==> src/rtl/wh_pkg.sv <==
package wh_pkg;
  // Flit kind: bit 0 = head flag, bit 1 = tail flag.
  localparam int KIND_W = 2;
  localparam logic [1:0] KIND_BODY = 2'b00;
  localparam logic [1:0] KIND_HEAD = 2'b01;
  localparam logic [1:0] KIND_TAIL = 2'b10;
  localparam logic [1:0] KIND_SOLO = 2'b11;

  // Strobes from control to datapath.
  typedef struct packed {
    logic fwdEn;
  } muxStrobe_t;
endpackage

==> src/rtl/wh_lock_ctrl.sv <==
module wh_lock_ctrl
  import wh_pkg::*;
#(
  parameter int NUM_IN = 4,
  localparam int IDX_W = (NUM_IN > 1) ? $clog2(NUM_IN) : 1
) (
  input  logic                     clk,
  input  logic                     rstN,
  input  logic [NUM_IN-1:0]        inValid,
  input  logic [KIND_W*NUM_IN-1:0] inType,
  input  logic                     outReady,
  output logic [NUM_IN-1:0]        inReady,
  output logic [NUM_IN-1:0]        selOh,
  output muxStrobe_t               strobe,
  output logic                     portLocked,
  output logic [IDX_W-1:0]         portOwner
);
  logic             lockQ;
  logic [IDX_W-1:0] ownerQ;
  logic [IDX_W-1:0] ptrQ;
  logic [NUM_IN-1:0] headReq;
  logic             anyReq;
  logic [IDX_W-1:0] winIdx;
  logic [IDX_W-1:0] selIdx;
  logic             selValid;
  logic             selTail;
  logic             xfer;

  // Head-flag requests from every input.
  for (genvar g = 0; g < NUM_IN; g++) begin : gReq
    assign headReq[g] = inValid[g] & inType[KIND_W*g];
  end

  // Round-robin pick: first request at or after ptrQ.
  always_comb begin
    winIdx = ptrQ;
    anyReq = 1'b0;
    for (int k = 0; k < NUM_IN; k++) begin
      int idx;
      idx = int'(ptrQ) + k;
      if (idx >= NUM_IN) idx = idx - NUM_IN;
      if (!anyReq && headReq[idx]) begin
        anyReq = 1'b1;
        winIdx = IDX_W'(idx);
      end
    end
  end

  assign selIdx   = lockQ ? ownerQ : winIdx;
  assign selValid = lockQ ? inValid[ownerQ] : anyReq;
  assign selTail  = inType[KIND_W*selIdx + 1];
  assign xfer     = selValid & outReady;

  always_comb begin
    selOh = '0;
    selOh[selIdx] = 1'b1;
  end

  assign inReady      = xfer ? selOh : '0;
  assign strobe.fwdEn = selValid;
  assign portLocked   = lockQ;
  assign portOwner    = ownerQ;

  always_ff @(posedge clk) begin
    if (!rstN) begin
      lockQ  <= 1'b0;
      ownerQ <= '0;
      ptrQ   <= '0;
    end else if (xfer) begin
      if (!lockQ) begin
        ownerQ <= winIdx;
        ptrQ   <= (int'(winIdx) == NUM_IN-1) ? '0 : winIdx + 1'b1;
      end
      lockQ <= !selTail;
    end
  end
endmodule

==> src/rtl/wh_flit_mux.sv <==
module wh_flit_mux
  import wh_pkg::*;
#(
  parameter int NUM_IN = 4,
  parameter int DATA_W = 16
) (
  input  logic [KIND_W*NUM_IN-1:0] inType,
  input  logic [DATA_W*NUM_IN-1:0] inData,
  input  logic [NUM_IN-1:0]        selOh,
  input  muxStrobe_t               strobe,
  output logic                     outValid,
  output logic [KIND_W-1:0]        outType,
  output logic [DATA_W-1:0]        outData
);
  // One-hot AND-OR multiplexer, with no storage.
  always_comb begin
    outType = '0;
    outData = '0;
    for (int i = 0; i < NUM_IN; i++) begin
      if (selOh[i]) begin
        outType = outType | inType[KIND_W*i +: KIND_W];
        outData = outData | inData[DATA_W*i +: DATA_W];
      end
    end
  end

  assign outValid = strobe.fwdEn;
endmodule

==> src/rtl/wh_port_lock.sv <==
module wh_port_lock
  import wh_pkg::*;
#(
  parameter int NUM_IN = 4,
  parameter int DATA_W = 16,
  localparam int IDX_W = (NUM_IN > 1) ? $clog2(NUM_IN) : 1
) (
  input  logic                     clk,
  input  logic                     rstN,
  input  logic [NUM_IN-1:0]        inValid,
  input  logic [2*NUM_IN-1:0]      inType,
  input  logic [DATA_W*NUM_IN-1:0] inData,
  output logic [NUM_IN-1:0]        inReady,
  output logic                     outValid,
  output logic [1:0]               outType,
  output logic [DATA_W-1:0]        outData,
  input  logic                     outReady
);
  logic [NUM_IN-1:0] selOh;
  muxStrobe_t        strobe;
  logic              portLocked;
  logic [IDX_W-1:0]  portOwner;

  wh_lock_ctrl #(.NUM_IN(NUM_IN)) uCtrl (
    .clk(clk), .rstN(rstN), .inValid(inValid), .inType(inType),
    .outReady(outReady), .inReady(inReady), .selOh(selOh), .strobe(strobe),
    .portLocked(portLocked), .portOwner(portOwner)
  );

  wh_flit_mux #(.NUM_IN(NUM_IN), .DATA_W(DATA_W)) uMux (
    .inType(inType), .inData(inData), .selOh(selOh), .strobe(strobe),
    .outValid(outValid), .outType(outType), .outData(outData)
  );
endmodule

==> config.mk <==
export PLATFORM = sky130hd
export DESIGN_NAME = wh_port_lock
export DESIGN_NICKNAME = d
export VERILOG_FILES = /design/src/rtl/wh_pkg.sv /design/src/rtl/wh_lock_ctrl.sv /design/src/rtl/wh_flit_mux.sv /design/src/rtl/wh_port_lock.sv
export SDC_FILE = /design/constraint.sdc
export NUM_CORES = 1
export LEC_CHECK = 0
export ABC_CLOCK_PERIOD_IN_PS = 4800
export BUFFER_PORTS_ARGS = -buffer_cell sky130_fd_sc_hd__buf_2
export CAP_MARGIN = 20
export CORE_MARGIN = 3
export CORE_UTILIZATION = 37
export DETAILED_ROUTE_END_ITERATION = 16
export PLACE_DENSITY_LB_ADDON = 0.1
export SYNTH_ARGS = -nofsm -noshare
export SYNTH_HDL_FRONTEND = slang
export SYNTH_SLANG_ARGS = --single-unit
==> constraint.sdc <==
create_clock -name clk -period 4.8 [get_ports clk]
set_input_delay 0.72 -clock clk [delete_from_list [all_inputs] [get_ports clk]]
set_output_delay 0.72 -clock clk [all_outputs]
set_load 0.03 [all_outputs]
==> reports/results.ini <==
[clock_tree]
numCtsBuffers = 3
cts.sinks = 5
cts_setup_buffers = 0
cts_root_buf = clkbuf_4
h-tree-depth = 1
clock_latency_ns = 0.24
holdBufCountCts = 0
clk_path_buf_depth = 2
cts_resized = 0
cts_tree = yes
clk_pin_slew_ns = 0.04

[setup_path]
reg2reg_slack_ns = 2.78
slowest_stage = or2_1
critPathMaxStageDelay_ns = 0.69
worstSetupStartpointType = input port
path_delay_family = simple AND/OR/NAND/NOR gates
path_max_fanout = 22
end_kind = output pin
crit_required_ns = 4.08
crit_type = in2out
critPathBufInv = 2
arrival_ns = 2.80
crit_path_cell_trace = buf_2 > a22oi_1 > a211oi_1 > a211oi_1 > or2_1 > mux4_2 > buf_2

[finish]
fin_util_pct = 64.4
final_common_cell = buf_2
num_antenna_cells = 0
drive_above_1_share_pct = 68.7
areaGrowthSynthToFinish_pct = 59.7
mostFrequentLayoutCells = buf_2 (101), mux4_2 (16), nand2_1 (9), and2_1 (5), dfxtp_1 (5)
nets = 262

[detailed_routing]
post-route-drc-count = 0
wl_per_cell_um = 14.6
ant_nets = 0
routed-via-count = 1126
dr_wl_met3_um = 283
routed.top_layer = met4
wl_um = 3060
drt_iter0_drc = 18
via_per_inst = 5.36
met1_length_um = 1090
firstDrtPassIters = 4
met2_length_um = 1640

[timing]
post-route-period-util_pct = 73.2
rsz0062_at_grt = no
slew_headroom_pct = 45.5
finalHoldViolations = 0
worstMarginPinSlew_ns = 0.818
timing.fmax_ghz = 0.284
setup_viol = 0
slew_violations = 0
fin_crit_ns = 3.52
setup-tns-final_ns = 0
skew_ns = 0.00115

[synth]
avgSynthCellArea_um2 = 11.3
ys_dominant_reg_cell = dfxtp_1
postSynthNetCount = 160
syn_inst = 81
synth_edf_count = 0
muxShareOfSynthArea_pct = 50.8
synth_compound_area_share_pct = 17.7
synthAdderAreaFrac_pct = 0
ys_seq_elements = 5
synth_xor_area_share_pct = 0.954
syn-cell-area_um2 = 918
synthSimpleGateAreaFrac_pct = 14.2
synth_warnings = 0
synth_top_family_by_area = multiplexers
ys_types = 36
ys_seq_area_share_pct = 10.9
async_flop_share_pct = 0

[floorplan]
dieArea_um2 = 3120
rows = 17
die_h_um = 55.8
io_pins = 102
coreArea_um2 = 2280
start_util_pct = 40.4
die_w_um = 55.8

[global_route]
first_global_vias = 1123
antenna_found_initial = 0
gr-total-overflow = 0
grt_pass1_wl_um = 5000
grt_max_degree = 24
grtUsageTotal_pct = 19.4

[run]
drv_cap = 0

[pwr]
peakVddDrop_v = 0.000228
p_per_area_nw_per_um2 = 265
p_leak_nw = 0.739

[run_status]
status = complete, no violations

[place]
gp_congestion = 0.803
dp_hpwl_um = 2720
port_buffers = 101

[hold_path]
worstHoldPathType = reg2reg

metrics by stage:
| step | total power, mW | hold WS (ns) | worst slack (ns) | area [um2] | cells |
|---|---|---|---|---|---|
| floorplan | 0.264 | 0.496 | 1.59 | 918 | 81 |
| global placement | 0.333 | 0.557 | 1.23 | 1420 | 205 |
| detailed placement | 0.337 | 0.558 | 1.18 | 1420 | 205 |
| CTS | 0.387 | 0.567 | 1.18 | 1450 | 209 |
| global route | 0.416 | 0.614 | 1.13 | 1470 | 210 |
| finish | 0.388 | 0.554 | 1.28 | 1470 | 210 |
kinds of logic after synthesis:
logic type                after synthesis
AOI/OAI and AO/OA                      20
xor gates and xnor gates                1
buffers and inverters                   8
DFF                                     5
muxes                                  22
and+or+nand+nor                        25
report_power, final:
| group | internal [mW] | switching, mW | total, mW | leakage (nW) |
|---|---|---|---|---|
| clock | 0.0313 | 0.0160 | 0.0474 | 0.0150 |
| sequential | 0.0462 | 0.00688 | 0.0530 | 0.0412 |
| combinational | 0.128 | 0.160 | 0.288 | 0.683 |
worst reg2reg max path: cells and delay by family (launching register included):
family           cells  cell delay (ns)
AO/OA/AOI/OAI        4             0.87
flip-flops           1             0.40
AND/OR/NAND/NOR      1             0.69
synthesized netlist by cell type, types with 2 or more instances:
master | instances | area [um2]
mux4_2 | 16 | 360
nand2_1 | 9 | 33.8
and2_1 | 5 | 31.3
dfxtp_1 | 5 | 100
inv_1 | 3 | 11.3
nand3_1 | 3 | 15.0
o21ai_1 | 3 | 15.0
a211oi_1 | 2 | 15.0
a21o_1 | 2 | 15.0
a21oi_1 | 2 | 10.0
buf_6 | 2 | 22.5
mux2i_1 | 2 | 20.0
mux4_1 | 2 | 52.6
o211a_1 | 2 | 20.0
o221ai_1 | 2 | 17.5
final cells by class:
cell class,count,area (um2)
Timing Repair Buffer,102,526
Tap cell,28,35.0
Fill cell,199,810
Clock buffer,4,26.3
Inverter,3,11.3
Multi-Input combinational cell,68,768
Sequential cell,5,100
path summary, 6_finish.rpt:
path                                    startpoint                  to  cells past startpoint
worst max-delay path                    inValid[2]         outData[10]                      7
worst min-delay path            uCtrl.portOwner[0]  uCtrl.portOwner[0]                      2
worst max register to register            register    uCtrl.portLocked                      5
worst min register to register  uCtrl.portOwner[0]  uCtrl.portOwner[0]                      2
routing by layer:
metal  vias to the layer above  track usage [%]
met2                        51             36.3
met1                       528             21.3
li1                        541                -
met4                         0             6.44
met3                         6             4.64
met5                         -                0
(Power assumes the default switching activity.)
